===== src/rtl/regseq_pkg.sv =====
package regseq_pkg;
  localparam int DW          = 32;
  localparam int WORD_BYTES  = 4;
  localparam int ENTRY_BYTES = 8;

  localparam logic [1:0] TRIG_STOP   = 2'd0;
  localparam logic [1:0] TRIG_FRAME  = 2'd1;
  localparam logic [1:0] TRIG_LINE   = 2'd2;
  localparam logic [1:0] TRIG_MANUAL = 2'd3;

  typedef enum logic [2:0] {
    ST_IDLE,
    ST_FETCH_A,
    ST_FETCH_D,
    ST_STROBE,
    ST_WAIT_ACK,
    ST_ADVANCE
  } eng_state_e;
endpackage


===== src/rtl/regseq_trig.sv =====
module regseq_trig
  import regseq_pkg::*;
(
  input  logic       clk,
  input  logic       srst,
  input  logic [1:0] sel,
  input  logic       ev_frame,
  input  logic       ev_line,
  input  logic       sw_start,
  output logic       go
);
  logic hit;

  always_comb begin
    unique case (sel)
      TRIG_FRAME:  hit = ev_frame;
      TRIG_LINE:   hit = ev_line;
      TRIG_MANUAL: hit = sw_start;
      default:     hit = 1'b0;
    endcase
  end

  always_ff @(posedge clk) begin
    if (srst) go <= 1'b0;
    else      go <= hit;
  end

  AST_STOP_NO_GO: assert property (@(posedge clk) disable iff (srst)
    (sel == TRIG_STOP) |=> !go);
endmodule


===== src/rtl/regseq_engine.sv =====
module regseq_engine
  import regseq_pkg::*;
#(
  parameter int AW  = 16,
  parameter int RAW = 16
) (
  input  logic           clk,
  input  logic           srst,
  input  logic           go,
  input  logic [AW-1:0]  cfg_start,
  input  logic [AW-1:0]  cfg_end,
  input  logic           cfg_write,
  input  logic           cfg_inc,
  output logic           mem_req,
  output logic [AW-1:0]  mem_addr,
  input  logic           mem_ready,
  input  logic [DW-1:0]  mem_rdata,
  output logic           reg_wr,
  output logic [RAW-1:0] reg_addr,
  output logic [DW-1:0]  reg_wdata,
  input  logic           reg_ack,
  output logic           busy,
  output logic           done_evt,
  output logic           err_evt,
  output logic           ovr_evt
);
  localparam logic [AW-1:0] STEP = AW'(WORD_BYTES);
  localparam logic [AW-1:0] ONE  = AW'(1);

  eng_state_e     state_q;
  logic [AW-1:0]  ptr_q, last_q;
  logic [RAW-1:0] base_q, idx_q;
  logic           wr_en_q, inc_q;

  logic [AW-1:0]  span;
  logic           bad_bounds, accept, idle;
  logic [RAW-1:0] tgt_addr;

  assign span       = cfg_end - cfg_start;
  assign bad_bounds = (cfg_end < cfg_start) || (span[2:0] != 3'b111);
  assign accept     = mem_req && mem_ready;
  assign idle       = (state_q == ST_IDLE);
  assign tgt_addr   = (inc_q && idx_q != '0) ? base_q + idx_q : mem_rdata[RAW-1:0];

  assign done_evt = (state_q == ST_ADVANCE) && (ptr_q == last_q + ONE);
  assign err_evt  = go && idle && bad_bounds;
  assign ovr_evt  = go && !idle;

  always_ff @(posedge clk) begin
    if (srst) begin
      state_q   <= ST_IDLE;
      ptr_q     <= '0;
      last_q    <= '0;
      base_q    <= '0;
      idx_q     <= '0;
      wr_en_q   <= 1'b0;
      inc_q     <= 1'b0;
      mem_req   <= 1'b0;
      mem_addr  <= '0;
      reg_wr    <= 1'b0;
      reg_addr  <= '0;
      reg_wdata <= '0;
      busy      <= 1'b0;
    end else begin
      unique case (state_q)
        ST_IDLE: begin
          if (go && !bad_bounds) begin
            ptr_q    <= cfg_start;
            last_q   <= cfg_end;
            wr_en_q  <= cfg_write;
            inc_q    <= cfg_inc;
            idx_q    <= '0;
            mem_req  <= 1'b1;
            mem_addr <= cfg_start;
            busy     <= 1'b1;
            state_q  <= ST_FETCH_A;
          end
        end
        ST_FETCH_A: begin
          if (accept) begin
            reg_addr <= tgt_addr;
            if (idx_q == '0) base_q <= mem_rdata[RAW-1:0];
            ptr_q    <= ptr_q + STEP;
            mem_addr <= ptr_q + STEP;
            state_q  <= ST_FETCH_D;
          end
        end
        ST_FETCH_D: begin
          if (accept) begin
            reg_wdata <= mem_rdata;
            ptr_q     <= ptr_q + STEP;
            mem_req   <= 1'b0;
            if (wr_en_q) begin
              reg_wr  <= 1'b1;
              state_q <= ST_STROBE;
            end else begin
              state_q <= ST_ADVANCE;
            end
          end
        end
        ST_STROBE: begin
          reg_wr  <= 1'b0;
          state_q <= reg_ack ? ST_ADVANCE : ST_WAIT_ACK;
        end
        ST_WAIT_ACK: begin
          if (reg_ack) state_q <= ST_ADVANCE;
        end
        ST_ADVANCE: begin
          idx_q <= idx_q + 1'b1;
          if (ptr_q == last_q + ONE) begin
            busy    <= 1'b0;
            state_q <= ST_IDLE;
          end else begin
            mem_req  <= 1'b1;
            mem_addr <= ptr_q;
            state_q  <= ST_FETCH_A;
          end
        end
        default: state_q <= ST_IDLE;
      endcase
    end
  end

  AST_STROBE_PULSE: assert property (@(posedge clk) disable iff (srst)
    reg_wr |=> !reg_wr);
  AST_REQ_HOLD: assert property (@(posedge clk) disable iff (srst)
    (mem_req && !mem_ready) |=> (mem_req && $stable(mem_addr)));
  AST_BAD_NO_START: assert property (@(posedge clk) disable iff (srst)
    err_evt |=> (!mem_req && !busy));
  AST_NO_STROBE_READ: assert property (@(posedge clk) disable iff (srst)
    (busy && !wr_en_q) |-> !reg_wr);
endmodule


===== src/rtl/regseq_status.sv =====
module regseq_status (
  input  logic clk,
  input  logic srst,
  input  logic done_evt,
  input  logic err_evt,
  input  logic ovr_evt,
  input  logic irq_clear,
  output logic irq,
  output logic overrun,
  output logic error
);
  always_ff @(posedge clk) begin
    if (srst) begin
      irq     <= 1'b0;
      overrun <= 1'b0;
      error   <= 1'b0;
    end else begin
      if (done_evt)       irq <= 1'b1;
      else if (irq_clear) irq <= 1'b0;
      overrun <= overrun | ovr_evt;
      error   <= error | err_evt;
    end
  end

  AST_IRQ_SET_WINS: assert property (@(posedge clk) disable iff (srst)
    done_evt |=> irq);
  AST_OVR_STICKY: assert property (@(posedge clk) disable iff (srst)
    ovr_evt |=> overrun);
  AST_ERR_STICKY: assert property (@(posedge clk) disable iff (srst)
    err_evt |=> error);
endmodule


===== src/rtl/regseq_replay.sv =====
module regseq_replay
  import regseq_pkg::*;
#(
  parameter int AW  = 16,
  parameter int RAW = 16
) (
  input  logic           clk,
  input  logic           rst,
  input  logic [AW-1:0]  cfg_start_addr,
  input  logic [AW-1:0]  cfg_end_addr,
  input  logic [1:0]     cfg_trig_sel,
  input  logic           cfg_write_dir,
  input  logic           cfg_addr_inc,
  input  logic           ctl_soft_reset,
  input  logic           ctl_irq_clear,
  input  logic           ev_frame,
  input  logic           ev_line,
  input  logic           sw_start,
  output logic           mem_req,
  output logic [AW-1:0]  mem_addr,
  input  logic           mem_ready,
  input  logic [31:0]    mem_rdata,
  output logic           reg_wr,
  output logic [RAW-1:0] reg_addr,
  output logic [31:0]    reg_wdata,
  input  logic           reg_ack,
  output logic           irq_done,
  output logic           sts_busy,
  output logic           sts_overrun,
  output logic           sts_error
);
  logic srst, go, done_evt, err_evt, ovr_evt;

  assign srst = rst || ctl_soft_reset;

  regseq_trig u_trig (
    .clk      (clk),
    .srst     (srst),
    .sel      (cfg_trig_sel),
    .ev_frame (ev_frame),
    .ev_line  (ev_line),
    .sw_start (sw_start),
    .go       (go)
  );

  regseq_engine #(.AW(AW), .RAW(RAW)) u_engine (
    .clk       (clk),
    .srst      (srst),
    .go        (go),
    .cfg_start (cfg_start_addr),
    .cfg_end   (cfg_end_addr),
    .cfg_write (cfg_write_dir),
    .cfg_inc   (cfg_addr_inc),
    .mem_req   (mem_req),
    .mem_addr  (mem_addr),
    .mem_ready (mem_ready),
    .mem_rdata (mem_rdata),
    .reg_wr    (reg_wr),
    .reg_addr  (reg_addr),
    .reg_wdata (reg_wdata),
    .reg_ack   (reg_ack),
    .busy      (sts_busy),
    .done_evt  (done_evt),
    .err_evt   (err_evt),
    .ovr_evt   (ovr_evt)
  );

  regseq_status u_status (
    .clk       (clk),
    .srst      (srst),
    .done_evt  (done_evt),
    .err_evt   (err_evt),
    .ovr_evt   (ovr_evt),
    .irq_clear (ctl_irq_clear),
    .irq       (irq_done),
    .overrun   (sts_overrun),
    .error     (sts_error)
  );

  AST_SOFT_RESET_IDLE: assert property (@(posedge clk) disable iff (rst)
    ctl_soft_reset |=> (!sts_busy && !mem_req && !reg_wr && !irq_done));
endmodule


===== config.mk =====
export PLATFORM = sky130hd
export DESIGN_NAME = regseq_replay
export DESIGN_NICKNAME = d
export VERILOG_FILES = /design/src/rtl/regseq_pkg.sv /design/src/rtl/regseq_trig.sv /design/src/rtl/regseq_engine.sv /design/src/rtl/regseq_status.sv /design/src/rtl/regseq_replay.sv
export SDC_FILE = /design/constraint.sdc
export NUM_CORES = 1
export LEC_CHECK = 0
export ABC_AREA = 0
export BUFFER_PORTS_ARGS = -buffer_cell sky130_fd_sc_hd__buf_2
export CAP_MARGIN = 20
export CORE_UTILIZATION = 50
export DETAILED_ROUTE_END_ITERATION = 12
export PLACE_DENSITY = 0.72
export SLEW_MARGIN = 0
export SYNTH_ARGS = -nofsm -noshare
export SYNTH_HDL_FRONTEND = slang
export SYNTH_SLANG_ARGS = --single-unit

===== constraint.sdc =====
create_clock -name clk -period 3 [get_ports clk]
set_input_delay 0.6 -clock clk [delete_from_list [all_inputs] [get_ports clk]]
set_output_delay 0.6 -clock clk [all_outputs]
set_load 0.02 [all_outputs]

# Word level (Yosys, flattened, before mapping)
# Cells that the tools add are included.
dict set report word_totals {
  inputBits 77
  ff_bits 140
}
dict set report classes {
  add_sub_neg 5
  bitwise 2
  n_eq_ne 18
  n_lt_le_gt_ge 1
  mux 28
  n_reduce_logical 32
}
# op count
set ops {}
lappend ops {{two-way mux 16 bit} 5}
lappend ops {{one-hot mux 16 bit (2 select lines)} 2}
lappend ops {{one-hot mux 16 bit (3 select lines)} 1}
lappend ops {{adder 16 x 1 -> 16 bit (second input constant)} 2}
lappend ops {{one-hot mux 3 bit (6 select lines)} 1}
lappend ops {{adder 16 bit} 1}
lappend ops {{adder 16 x 3 -> 16 bit (second input constant)} 1}
lappend ops {{equality test 16 bit} 1}
lappend ops {{logical NOT 16 bit} 1}
lappend ops {{< comparator 16 bit} 1}
lappend ops {{nonzero test 16 bit} 1}
lappend ops {{two-way mux 3 bit} 5}
lappend ops {{AND reduction 3 bit} 4}
lappend ops {{AND reduction 4 bit} 3}
lappend ops {{two-way mux 1 bit} 10}
lappend ops {{inequality test 2 x 1 -> 1 bit (second input constant)} 4}
lappend ops {{inequality test 2 bit (second input constant)} 4}
lappend ops {{AND reduction 2 bit} 4}
lappend ops {{nonzero test 2 bit} 4}
lappend ops {{logical AND 1 bit} 7}
lappend ops {{equality test 3 x 2 -> 1 bit (second input constant)} 2}
lappend ops {{equality test 3 bit (second input constant)} 2}
lappend ops {{one-hot mux 1 bit (3 select lines)} 2}
lappend ops {{nonzero test 3 bit} 2}
lappend ops {{other kinds (11)} 16}

# Longest topological paths before layout
dict set report depth {
  word_depth 7
  mapped_depth 13
}

# By module
# A second synthesis with hierarchy kept.
dict set report unflattened {
  hier_cells 994
  area_unflattened_um2 7843.8
}
# module n_inst cells_per_inst seq_area_each_um2 area_per_inst_um2
set by_module_without_submodules {}
lappend by_module_without_submodules {regseq_engine 1 979 2722.6 7696.1}
lappend by_module_without_submodules {regseq_status 1 10 60.1 93.8}
lappend by_module_without_submodules {regseq_trig 1 4 20.0 47.5}
lappend by_module_without_submodules {regseq_replay 1 1 0.0 6.3}

# Worst setup path after synthesis
# Ideal clock, no wire load.
dict set report synth_timing {
  path_type {input port to flip-flop}
  from {input cfg_end_addr[0]}
  to {register u_engine.mem_addr[10]}
  cell_stages 12
  arrival_ps 2868
  required_ps 2928
  n_path_buf 1
  slack_ps 61
  setup_ps 72
  cell_sequence {inv_1 -> ha_1 -> inv_1 -> fa_1 -> a211oi_1 -> nor2_1 -> o41ai_1 -> a21oi_1 -> and3_2 -> o221ai_4 -> buf_12 -> mux2i_1}
}
dict set report synth_between {
  elab_chain_len 7
  elab_cells_between_ends 8
}
# item line_no
set synth_rtl {}
lappend synth_rtl {{start, declared} regseq_replay.sv:10} ;# input logic [AW-1:0] cfg_end_addr,
lappend synth_rtl {{branches (longest 2 deep; another with < comparator 16 bit)} -}
lappend synth_rtl {{logical OR 1 bit (*)} regseq_engine.sv:40} ;# assign bad_bounds = (cfg_end < cfg_start) || (span[2:0] != 3'b111);
lappend synth_rtl {{logical NOT 1 bit (*)} regseq_engine.sv:67} ;# if (go && !bad_bounds) begin
lappend synth_rtl {{logical AND 1 bit (*)} regseq_engine.sv:67}
lappend synth_rtl {{inequality test 2 bit (no line) (*)} -}
lappend synth_rtl {{AND reduction 4 bit (no line) (*)} -}
lappend synth_rtl {{end signal, assigned} regseq_engine.sv:74} ;# mem_addr <= cfg_start;
lappend synth_rtl {{end signal, assigned} regseq_engine.sv:84} ;# mem_addr <= ptr_q + STEP;
lappend synth_rtl {{end signal, assigned} regseq_engine.sv:115} ;# mem_addr <= ptr_q;
lappend synth_rtl {{end, declared} regseq_engine.sv:15} ;# output logic [AW-1:0] mem_addr,
# Mark *: on every way between the ends.
# A chain may end at the register's enable or synchronous reset.

# Final worst setup path
# Ends and elaborated chain as after synthesis.

==> run metrics <==
commonest non-fill, non-tap cells in the layout=nand2_1, buf_2, dfxtp_1; leakage=a little under 4 nW; drt drc=0; total power per unit cell area=436.5 nW/µm²; Starting DRT DRC Count=roughly 650; post-synthesis simple-gate area fraction=0.2377; post-route clock period utilization=0.9312; Post-CTS Hold Fix Bufs=0; area share of the leading cell type in the synthesized netlist=0.3489; mux cell area share after synthesis=0.04907; Num Clock Sinks=140; most common cell after layout, fill and taps aside=nand2_1; RSZ-0062 raised after global routing=false; total gr overflow=0; syn_area_per_cell=~7.8 µm²; Hold EP=u_engine.reg_wdata[25]; clock root buffer=clkbuf_16; Clk Latency, worst-skew pair=0.43 ns; final hold violation count=0; CTS tree=done; Reg clk slew, reported paths=~0.060 ns; Max Cap Violations=0; Setup-failing EPs final=0; EDFF count, synth=0; hpwl dp=around 15000 µm; die area=between 15000 and 20000 µm²; Mapped Nets=roughly 1100; actual slew at the worst max-slew pin=between 0.8 and 0.9 ns; Reg-to-Reg Start=u_engine.idx_q[0]; row count=45; sequential area share after synthesis=0.3489; Via density=~5.6; Startpoint Class=input pin; Post-Synth XOR/XNOR Area=0.04657; worst vdd ir=approximately 0.41 mV; I/O pin count=roughly 150; ANT nets after route=0; via count=roughly 7700; largest net degree at the start of global routing=a little under 70; ys flop type=dfxtp_1; clock buffer count from CTS=17; relative slew slack=0.4389; port bufs=~150; Initial DRT Pass Iterations=5; Post-CTS Setup Repair Bufs=0; chip height=128.8 µm; initial antenna violation count=0; Final Max Tran Viols=0; maximum buffer depth of the clock tree=2; CTS H-Tree Depth=4; layout cell share with drive strength beyond 1=0.2019; WL/cell=between 15 and 20 µm; adder-cell share of the synthesized area=0.05794; outcome=complete, no violations; Clock Skew=approximately 0.0064 ns; async set-reset flop share out of synthesis=0; die width=between 100 and 150 µm; vias in the first global route=6871; worst hold start=mem_rdata[25]; worst hold path cell count=3; post-synth top area cell=dfxtp_1; Hold Path Class=in2reg; Cells after Synth=1031; leading post-synthesis cells by cell area=dfxtp_1, nand2_1, a21oi_1; Fmax=~360 MHz; drt total wl=between 20000 and 25000 µm; pre-CTS WS=-0.2124 ns; # diodes=0; first-pass GRT wire length=34530 µm; Synth Warn #=0; FF-to-FF End=u_engine.reg_addr[10]; worst path required time=3.35 ns; Yosys reg bits=between 100 and 150; starting density of the core=0.5207; nets@finish=about 1300; critical path fanouts, max=16; placed cells=between 1000 and 1500; reg2reg path depth=10; Netlist cell types=71; crit path kind=in2reg; FF-to-FF setup slack=roughly 0.42 ns; Core Region=~15000 µm²; CP Data Arrival Time=3.14 ns; post-synthesis cell area=between 8000 and 9000 µm²; Layout Cells excl Fill=between 1000 and 1500; post_cts resized=0; final worst setup slack=about 0.21 ns; area grow syn2layout=18.36%; Compound-Gate Fraction of Synth Area=0.1967; gpl congestion=slightly below 0.9; main combinational cell family by area after synthesis=simple AND/OR/NAND/NOR gates; gr usage total=0.2639; Period minus WS final=between 2 and 3 ns; Critical Path Sink Type=register
-- synth_stat cells, types with 4 or more instances --
| cell type | count |
|---|---|
| nor4b_1 | 4 |
| nor2b_1 | 10 |
| nor4_1 | 9 |
| or2_2 | 13 |
| buf_6 | 6 |
| a311oi_1 | 10 |
| mux2i_1 | 36 |
| nand3_1 | 31 |
| clkbuf_1 | 46 |
| nand4_1 | 6 |
| o211ai_1 | 14 |
| o31ai_1 | 4 |
| o21ai_0 | 58 |
| xor2_1 | 15 |
| nor2_1 | 78 |
| o21a_1 | 4 |
| a211oi_1 | 5 |
| a21o_1 | 4 |
| and4_1 | 5 |
| dfxtp_1 | 140 |
| a21oi_1 | 124 |
| a31oi_1 | 9 |
| xnor2_1 | 25 |
| ha_1 | 34 |
| nor3_1 | 28 |
| buf_2 | 8 |
| or3_1 | 7 |
| and2_1 | 6 |
| nand3b_1 | 6 |
| inv_1 | 34 |
| and3_1 | 10 |
| nand2_1 | 182 |
| a211o_1 | 4 |
-- stage by stage --
stage / instance area [µm²] / power, mW / hold WS (ns) / util / setup TNS, ns
detailed placement: 8932 / 2.114 / 0.4413 / 0.5790 / -6.466
global route: 9508 / 4.273 / 0.3993 / 0.6163 / 0
global placement: 8932 / 2.113 / 0.4298 / 0.5790 / -1.810
finish: 9508 / 4.150 / 0.4055 / 0.6163 / 0
floorplan: 8033 / 2.005 / 0.4447 / - / 0
CTS: 9508 / 4.176 / 0.3945 / 0.6163 / 0
-- kinds of logic (layout without fill, tap and decap cells) --
kind of cell / after synthesis / after routing
simple gates: 408 / 408
buf+inv: 105 / 243
compound gates: 262 / 262
flops: 140 / 140
mux: 39 / 39
xor+xnor: 41 / 41
fa+ha+maj: 36 / 36
-- layer usage --
| layer | wire [µm] | up-vias | share of wire | global-route usage |
|---|---|---|---|---|
| li1 | - | 3862 | - | - |
| met1 | 10400 | 3558 | 0.49 | 0.3837 |
| met2 | 9098 | 277 | 0.43 | 0.3911 |
| met3 | 1576 | 26 | 0.074 | 0.05572 |
| met4 | 317 | 0 | 0.015 | 0.07543 |
| met5 | 0 | - | 0 | 0 |
-- worst max-delay path: stages --
cell      delay [ns]
buf_2           0.10
inv_1           0.04
ha_1            0.15
inv_1           0.05
fa_1            0.39
a211oi_1        0.24
nor2_1          0.08
o41ai_1         0.35
a21oi_1         0.12
buf_4           0.17
and3_2          0.21
o221ai_4        0.22
buf_12          0.20
mux2i_1         0.20
-- report_power, final --
group | switching [mW] | leakage, nW | total, mW | internal (mW)
clock network | 0.842 | 0.279 | 2.07 | 1.23
logic | 0.125 | 2.48 | 0.213 | 0.0873
registers | 0.00211 | 1.13 | 1.86 | 1.86
-- registers in the layout, summed over array words and instances (netlist names) --
name / flops
u_engine.idx_q: 16
u_engine.mem_req: 1
u_status.error: 1
u_engine.state_q: 3
u_engine.reg_addr: 16
u_engine.reg_wr: 1
u_engine.ptr_q: 16
u_engine.busy: 1
u_engine.wr_en_q: 1
u_engine.mem_addr: 16
u_engine.base_q: 16
u_engine.reg_wdata: 32
u_trig.go: 1
u_engine.last_q: 16
u_engine.inc_q: 1
u_status.irq: 1
u_status.overrun: 1
-- layout make-up --
class                      instances  area (µm²)
fill                            1430        5919
multi-input combinational        786        4728
sequential                       140        2803
timing repair buffer             176        1006
clock buffer                      20       436.7
tap                              211       264.0
clock inverter                    12       138.9
inverter                          35       131.4
-- worst max-delay path by stage --
stage	startpoint	endpoint	slack, ns	cells after the start
after floorplan	cfg_end_addr[0]	u_engine.mem_addr[10]	0.06	12
after global placement	cfg_end_addr[0]	u_engine.mem_addr[14]	-0.08	14
after detailed placement	cfg_end_addr[0]	u_engine.idx_q[8]	-0.21	14
after CTS	cfg_end_addr[0]	u_engine.mem_addr[10]	0.23	14
after global routing	cfg_end_addr[0]	u_engine.idx_q[8]	0.05	14
final	cfg_end_addr[0]	u_engine.mem_addr[10]	0.21	14
Power figures use the tool's default switching activity.
